==> src/rtl/xdm_pkg.sv <==
package xdm_pkg;
  typedef enum logic [1:0] {
    OP_SDIV16 = 2'd0,
    OP_UDIV32 = 2'd1,
    OP_SDIV32 = 2'd2,
    OP_SMUL   = 2'd3
  } xdm_op_e;

  typedef enum logic [1:0] {
    ST_IDLE = 2'd0,
    ST_DIV  = 2'd1,
    ST_MUL  = 2'd2,
    ST_ZERO = 2'd3
  } xdm_state_e;
endpackage

==> src/rtl/xdm_opprep.sv <==
// Turns raw operands into magnitudes plus sign bits for the unsigned divider core.
module xdm_opprep #(
  parameter int W = 16
) (
  input  logic [1:0]     op,
  input  logic [W-1:0]   d_in,
  input  logic [W-1:0]   x_in,
  input  logic [W-1:0]   y_in,
  output logic [2*W-1:0] num_mag,
  output logic [W-1:0]   den_mag,
  output logic           neg_num,
  output logic           neg_den,
  output logic           den_zero
);
  import xdm_pkg::*;
  localparam int NW = 2 * W;

  logic [NW-1:0] num_raw;

  always_comb begin
    num_raw = {y_in, d_in};
    neg_num = 1'b0;
    neg_den = 1'b0;
    case (xdm_op_e'(op))
      OP_SDIV16: begin
        num_raw = {{W{d_in[W-1]}}, d_in};
        neg_num = d_in[W-1];
        neg_den = x_in[W-1];
      end
      OP_SDIV32: begin
        neg_num = y_in[W-1];
        neg_den = x_in[W-1];
      end
      default: ;
    endcase
    num_mag  = neg_num ? (~num_raw + 1'b1) : num_raw;
    den_mag  = neg_den ? (~x_in + 1'b1) : x_in;
    den_zero = (x_in == '0);
  end
endmodule

==> src/rtl/xdm_divider.sv <==
// Restoring shift-subtract divider, one quotient bit per clock.
module xdm_divider #(
  parameter int NW = 32,
  parameter int DW = 16
) (
  input  logic          clk,
  input  logic          rst,
  input  logic          load,
  input  logic [NW-1:0] num,
  input  logic [DW-1:0] den,
  output logic          fin,
  output logic [NW-1:0] quo,
  output logic [DW-1:0] rem
);
  localparam int CW = $clog2(NW + 1);

  logic [CW-1:0] cnt;
  logic [DW-1:0] den_q;
  logic [DW:0]   trial;
  logic [DW:0]   diff;

  assign trial = {rem, quo[NW-1]};
  assign diff  = trial - {1'b0, den_q};

  always_ff @(posedge clk) begin
    if (rst) begin
      cnt   <= '0;
      fin   <= 1'b0;
      quo   <= '0;
      rem   <= '0;
      den_q <= '0;
    end else begin
      fin <= 1'b0;
      if (load) begin
        cnt   <= CW'(NW);
        quo   <= num;
        rem   <= '0;
        den_q <= den;
      end else if (cnt != '0) begin
        if (!diff[DW]) begin
          rem <= diff[DW-1:0];
          quo <= {quo[NW-2:0], 1'b1};
        end else begin
          rem <= trial[DW-1:0];
          quo <= {quo[NW-2:0], 1'b0};
        end
        cnt <= cnt - 1'b1;
        if (cnt == CW'(1)) fin <= 1'b1;
      end
    end
  end
endmodule

==> src/rtl/xdm_mulcore.sv <==
// Registered signed multiplier, shaped for a DSP slice.
module xdm_mulcore #(
  parameter int W = 16
) (
  input  logic             clk,
  input  logic             rst,
  input  logic             load,
  input  logic [W-1:0]     a,
  input  logic [W-1:0]     b,
  output logic [2*W-1:0]   prod
);
  always_ff @(posedge clk) begin
    if (rst) prod <= '0;
    else if (load) prod <= $signed(a) * $signed(b);
  end
endmodule

==> src/rtl/xdivmul_unit.sv <==
module xdivmul_unit #(
  parameter int W = 16
) (
  input  logic         clk,
  input  logic         rst,
  input  logic         start,
  input  logic [1:0]   op,
  input  logic [W-1:0] d_in,
  input  logic [W-1:0] x_in,
  input  logic [W-1:0] y_in,
  output logic         busy,
  output logic         done,
  output logic [W-1:0] d_out,
  output logic [W-1:0] x_out,
  output logic [W-1:0] y_out,
  output logic         d_we,
  output logic         x_we,
  output logic         y_we,
  output logic         c_out,
  output logic         z_out,
  output logic         n_out,
  output logic         v_out,
  output logic         c_we,
  output logic         z_we,
  output logic         n_we,
  output logic         v_we
);
  import xdm_pkg::*;
  localparam int NW = 2 * W;

  xdm_state_e    state;
  xdm_op_e       op_q;
  logic          neg_num_q, neg_den_q;

  logic [NW-1:0] num_mag;
  logic [W-1:0]  den_mag;
  logic          neg_num, neg_den, den_zero;
  logic          accept, div_load, mul_load;
  logic          div_fin;
  logic [NW-1:0] div_quo;
  logic [W-1:0]  div_rem;
  logic [NW-1:0] prod;

  logic          signed_op, q_neg, q_ovf;
  logic [NW:0]   q_ext, q_sgn;
  logic [W-1:0]  r_sgn;

  assign busy     = (state != ST_IDLE);
  assign accept   = start && (state == ST_IDLE);
  assign div_load = accept && (xdm_op_e'(op) != OP_SMUL) && !den_zero;
  assign mul_load = accept && (xdm_op_e'(op) == OP_SMUL);

  xdm_opprep #(.W(W)) u_prep (
    .op(op), .d_in(d_in), .x_in(x_in), .y_in(y_in),
    .num_mag(num_mag), .den_mag(den_mag),
    .neg_num(neg_num), .neg_den(neg_den), .den_zero(den_zero)
  );

  xdm_divider #(.NW(NW), .DW(W)) u_div (
    .clk(clk), .rst(rst), .load(div_load), .num(num_mag), .den(den_mag),
    .fin(div_fin), .quo(div_quo), .rem(div_rem)
  );

  xdm_mulcore #(.W(W)) u_mul (
    .clk(clk), .rst(rst), .load(mul_load), .a(d_in), .b(y_in), .prod(prod)
  );

  // Sign fix-up of the magnitude results.
  always_comb begin
    signed_op = (op_q != OP_UDIV32);
    q_neg     = signed_op && (neg_num_q ^ neg_den_q);
    q_ext     = {1'b0, div_quo};
    q_sgn     = q_neg ? (~q_ext + 1'b1) : q_ext;
    r_sgn     = neg_num_q ? (~div_rem + 1'b1) : div_rem;
    if (signed_op)
      q_ovf = !((&q_sgn[NW:W-1]) || !(|q_sgn[NW:W-1]));
    else
      q_ovf = |div_quo[NW-1:W];
  end

  always_ff @(posedge clk) begin
    if (rst) begin
      state     <= ST_IDLE;
      op_q      <= OP_SDIV16;
      neg_num_q <= 1'b0;
      neg_den_q <= 1'b0;
      done      <= 1'b0;
      d_out <= '0; x_out <= '0; y_out <= '0;
      d_we  <= 1'b0; x_we <= 1'b0; y_we <= 1'b0;
      c_out <= 1'b0; z_out <= 1'b0; n_out <= 1'b0; v_out <= 1'b0;
      c_we  <= 1'b0; z_we <= 1'b0; n_we <= 1'b0; v_we <= 1'b0;
    end else begin
      done <= 1'b0;
      d_we <= 1'b0; x_we <= 1'b0; y_we <= 1'b0;
      c_we <= 1'b0; z_we <= 1'b0; n_we <= 1'b0; v_we <= 1'b0;
      case (state)
        ST_IDLE: begin
          if (accept) begin
            op_q      <= xdm_op_e'(op);
            neg_num_q <= neg_num;
            neg_den_q <= neg_den;
            if (xdm_op_e'(op) == OP_SMUL) state <= ST_MUL;
            else if (den_zero)            state <= ST_ZERO;
            else                          state <= ST_DIV;
          end
        end
        ST_DIV: begin
          if (div_fin) begin
            state <= ST_IDLE;
            done  <= 1'b1;
            d_out <= r_sgn;
            d_we  <= 1'b1;
            if (op_q == OP_SDIV16) begin
              x_out <= q_sgn[W-1:0];
              x_we  <= 1'b1;
            end else begin
              y_out <= q_sgn[W-1:0];
              y_we  <= 1'b1;
            end
            c_out <= 1'b0;
            z_out <= (q_sgn == '0);
            n_out <= q_sgn[W-1];
            v_out <= q_ovf;
            c_we <= 1'b1; z_we <= 1'b1; n_we <= 1'b1; v_we <= 1'b1;
          end
        end
        ST_MUL: begin
          state <= ST_IDLE;
          done  <= 1'b1;
          d_out <= prod[W-1:0];
          y_out <= prod[NW-1:W];
          d_we  <= 1'b1;
          y_we  <= 1'b1;
          c_out <= prod[W-1];
          z_out <= (prod == '0);
          n_out <= prod[NW-1];
          c_we <= 1'b1; z_we <= 1'b1; n_we <= 1'b1;
        end
        default: begin
          state <= ST_IDLE;
          done  <= 1'b1;
          c_out <= 1'b1;
          c_we  <= 1'b1;
        end
      endcase
    end
  end
endmodule

==> config.mk <==
export PLATFORM = sky130hd
export DESIGN_NAME = xdivmul_unit
export DESIGN_NICKNAME = d
export VERILOG_FILES = /design/src/rtl/xdm_pkg.sv /design/src/rtl/xdm_opprep.sv /design/src/rtl/xdm_divider.sv /design/src/rtl/xdm_mulcore.sv /design/src/rtl/xdivmul_unit.sv
export SDC_FILE = /design/constraint.sdc
export NUM_CORES = 1
export LEC_CHECK = 0
export ABC_AREA = 1
export BUFFER_PORTS_ARGS = -buffer_cell sky130_fd_sc_hd__buf_4
export CORE_ASPECT_RATIO = 0.75
export CORE_MARGIN = 2
export CORE_UTILIZATION = 50
export CTS_BUF_LIST = sky130_fd_sc_hd__clkbuf_16
export CTS_CLUSTER_SIZE = 10
export DETAILED_ROUTE_END_ITERATION = 6
export PLACE_DENSITY_LB_ADDON = 0.05
export SLEW_MARGIN = 20
export SYNTH_ARGS = -nofsm -noshare
export SYNTH_HDL_FRONTEND = slang
export SYNTH_SLANG_ARGS = --single-unit
==> constraint.sdc <==
create_clock -name clk -period 5.54 [get_ports clk]
set_clock_uncertainty 0.2 [all_clocks]
set_input_delay 0 -clock clk [delete_from_list [all_inputs] [get_ports clk]]
set_output_delay 0 -clock clk [all_outputs]
set_load 0.02 [all_outputs]
==> impl_metrics.prom <==
# TYPE chip_impl_metric gauge
chip_impl_metric{name="required",unit="ns"} 5.74
chip_impl_metric{name="rrSetupSlack",unit="ns"} 2.13
chip_impl_metric{name="netlist_area",unit="um^2"} 20900
chip_impl_metric{name="design.core.area",unit="um^2"} 41000
chip_impl_info{name="r2r_start",value="u_div.cnt[0]"} 1
chip_impl_info{name="cts_tree",value="yes"} 1
chip_impl_info{name="hold_path.startpoint",value="d_in[5]"} 1
chip_impl_metric{name="avg_cell_area_syn",unit="um^2"} 7.12
chip_impl_info{name="start_kind",value="input port"} 1
chip_impl_info{name="most_frequent_cells_in_the_layout",value="669 x inv_1, 614 x nand2_1, 299 x buf_4"} 1
chip_impl_metric{name="drive_gt1_share",unit="%"} 13.4
chip_impl_metric{name="cts_buffers",unit=""} 17
chip_impl_info{name="status",value="finished, final reports clean"} 1
chip_impl_metric{name="area.growth.synth_to_final",unit="%"} 16.9
chip_impl_info{name="timing_worst_setup_path_type",value="in2reg"} 1
chip_impl_metric{name="top_level_ports",unit=""} 114
chip_impl_metric{name="post_synth_edffs",unit=""} 0
chip_impl_metric{name="grt_util_all_layers",unit="%"} 30.5
chip_impl_info{name="critPathCaptureType",value="register"} 1
chip_impl_metric{name="max_cap_violations",unit=""} 0
chip_impl_metric{name="actual_transition_at_the_worst_max_transition_pin",unit="ns"} 1.06
chip_impl_metric{name="grt_start_max_net_pins",unit=""} 61
chip_impl_metric{name="grt_remaining_overflow",unit=""} 0
chip_impl_metric{name="report.final.slew_viol_count",unit=""} 0
chip_impl_metric{name="routed_wirelength",unit="um"} 63800
chip_impl_metric{name="layout_setup_ws",unit="ns"} 0.240
chip_impl_metric{name="final-setup-viol-count",unit=""} 0
chip_impl_metric{name="max-clock-path-buffers",unit=""} 2
chip_impl_metric{name="place.port_buffers",unit=""} 113
chip_impl_metric{name="ys_ff_latch",unit=""} 166
chip_impl_metric{name="crit_path_dat",unit="ns"} 5.50
chip_impl_metric{name="vias_in_the_first_global_route",unit=""} 18959
chip_impl_info{name="worstHoldEndpoint",value="u_div.quo[5]"} 1
chip_impl_metric{name="hpwlAfterDp",unit="um"} 52700
chip_impl_metric{name="die_width",unit="um"} 240
chip_impl_info{name="hold_path_class",value="in2reg"} 1
chip_impl_metric{name="met3_wirelength",unit="um"} 5590
chip_impl_metric{name="drtPass1Iterations",unit=""} 5
chip_impl_info{name="final_common_cell",value="inv_1"} 1
chip_impl_metric{name="yosysUniqueCellTypes",unit=""} 63
chip_impl_metric{name="cell_depth_of_the_worst_flop_to_flop_path",unit=""} 10
chip_impl_metric{name="achievable-frequency",unit="GHz"} 0.189
chip_impl_metric{name="route.layer.met1.wl",unit="um"} 30200
chip_impl_metric{name="num_antenna_cells",unit=""} 0
chip_impl_metric{name="final_sum_of_negative_setup_slack",unit="ns"} 0
chip_impl_metric{name="hold_depth",unit=""} 5
chip_impl_metric{name="worst_skew_pair.late_latency",unit="ns"} 0.45
chip_impl_metric{name="detail_route.wl_per_cell",unit="um"} 17.1
chip_impl_metric{name="clk_transition_reported_paths",unit="ns"} 0.08
chip_impl_metric{name="route.antenna.remaining_nets",unit=""} 0
chip_impl_info{name="ys.flop_type",value="dfxtp_1"} 1
chip_impl_info{name="timing.rr.end",value="u_div.quo[31]"} 1
chip_impl_metric{name="avgViaCountPerCell",unit=""} 5.20
chip_impl_metric{name="grt_pass1_wl",unit="um"} 103000
chip_impl_metric{name="synth.yosys.warnings",unit=""} 0
chip_impl_metric{name="final_min_period_over_clock_period",unit="%"} 95.7
chip_impl_metric{name="placement_row_count",unit=""} 64
chip_impl_metric{name="grt_antenna_before_repair",unit=""} 1
chip_impl_metric{name="synth_async_sr_flop_share",unit="%"} 0
chip_impl_metric{name="final_period_minus_worst_setup_slack",unit="ns"} 5.30
chip_impl_info{name="clock_tree.root_cell",value="clkbuf_16"} 1
chip_impl_metric{name="netlist_instances",unit=""} 2929
chip_impl_metric{name="dieArea",unit="um^2"} 43400
chip_impl_metric{name="tritoncts_num_sinks",unit=""} 166
chip_impl_info{name="highest_routed_metal_layer",value="met4"} 1
chip_impl_metric{name="post-route-drc-count",unit=""} 0
chip_impl_metric{name="timing.final.hold_violations",unit=""} 0
chip_impl_metric{name="number_of_vias_after_detailed_routing",unit=""} 19434
chip_impl_metric{name="gp_congestion",unit=""} 0.942
chip_impl_metric{name="place_worst_setup_slack",unit="ns"} -0.314
chip_impl_metric{name="effective_utilization_at_floorplan",unit="%"} 50.9
chip_impl_metric{name="hold_ws",unit="ns"} 0.0152
chip_impl_metric{name="synth_sequential_area_ratio",unit="%"} 15.9
chip_impl_metric{name="maxSlewHeadroom",unit="%"} 29.0
chip_impl_metric{name="layout.nets",unit=""} 3585
chip_impl_metric{name="worstPathMaxFanout",unit=""} 4
chip_impl_metric{name="dieHeight",unit="um"} 181
chip_impl_metric{name="clock_tree.htree_level_count",unit=""} 4
chip_impl_info{name="rsz_0062_raised_after_global_routing",value="true"} 1
chip_impl_metric{name="drt-initial-drc-count",unit=""} 1638
chip_impl_metric{name="synth_nets",unit=""} 3352
chip_impl_metric{name="wl_met2",unit="um"} 26900
-- sequential cells by signal, indices dropped and copies added, names as in the netlist, 2 cells and up --
signal,flops
u_div.quo,32
op_q,2
d_out,16
state,2
u_div.rem,16
x_out,16
u_div.cnt,6
u_div.den_q,16
u_mul.prod,32
y_out,16
-- how the worst max path moves through the flow --
stage / startpoint / end
final: y_in[1] / u_mul.prod[22]
after detailed placement: d_in[15] / u_mul.prod[29]
after global routing: y_in[11] / u_mul.prod[26]
after global placement: d_in[9] / u_mul.prod[26]
after CTS: y_in[11] / u_mul.prod[26]
after floorplan: y_in[5] / u_mul.prod[28]
-- cells in the mapped netlist (4+ instances only) --
library cell	count	share of area, %
nor2_2	13	0.39
o21ai_0	147	3.5
nand2_2	6	0.18
buf_2	14	0.34
a21o_1	8	0.29
o221ai_1	12	0.50
buf_6	11	0.59
nor4_1	10	0.30
nand2_1	618	11
inv_1	671	12
o21ai_1	12	0.29
buf_1	8	0.14
buf_4	7	0.25
a21oi_2	6	0.25
xor2_1	68	2.9
o22ai_1	14	0.42
nand3_1	92	2.2
a31oi_1	25	0.75
dfxtp_1	166	16
nand3b_1	5	0.18
nor3_1	19	0.46
nor2_4	7	0.38
nor2_1	224	4.0
inv_2	10	0.18
o211ai_1	11	0.40
ha_1	107	6.4
xnor2_1	24	1.0
a211oi_1	6	0.22
fa_1	263	25
nand4_1	28	0.84
clkbuf_1	88	1.6
o21bai_1	4	0.14
a21oi_1	175	4.2
-- per-stage QoR --
| step | instances | utilization, % | cell area (um^2) |
|---|---|---|---|
| floorplan | 2929 | - | 20900 |
| global placement | 3662 | 56.8 | 23300 |
| detailed placement | 3662 | 56.8 | 23300 |
| CTS | 3734 | 59.2 | 24300 |
| global route | 3736 | 59.5 | 24400 |
| finish | 3736 | 59.5 | 24400 |
-- kinds of logic (layout without fill, tap and decap cells) --
logic type,Yosys count,count (layout),share of synthesized area [%]
simple gates,1037,1037,20.8
buf+inv,817,1063,15.5
compound gates,447,447,12.2
fa+ha+maj,370,370,31.7
flops,166,166,15.9
xor+xnor,92,92,3.86
-- metal layers --
layer	track usage (%)	vias to the layer above
li1	-	9372
met2	44.7	651
met4	6.51	0
met5	0	-
met3	7.49	69
met1	45.5	9342
-- layout make-up --
class                      count  area [um^2]
fill                        3924        16600
multi-input combinational   1946        14400
sequential                   166         3320
timing repair buffer         344         2750
inverter                     687         2590
tap                          561          702
clock buffer                  17          425
clock inverter                15          163
-- critical path, cell delays in order --
cell,delay (ns)
buf_4,0.14
nand2_1,0.08
inv_1,0.08
fa_1,0.59
inv_1,0.12
buf_4,0.17
fa_1,0.55
inv_1,0.06
fa_1,0.51
fa_1,0.44
fa_1,0.55
inv_1,0.06
fa_1,0.53
inv_1,0.04
ha_1,0.31
nand2_1,0.12
nor4_2,0.33
buf_4,0.19
buf_4,0.11
nand2_1,0.07
a31o_2,0.24
nand3_1,0.07
o211ai_1,0.08
inv_1,0.08
-- timing repair --
item,4_1_cts,5_1_grt
hold buffers,40,0
buffers inserted,0,2
gates resized for setup,0,27
endpoints found under the setup margin,0,10
hold endpoints to repair,54,0
Power is left out: the tool's default activity adds up to more than one toggle a clock period on the data nets, which glitch-free logic cannot reach.
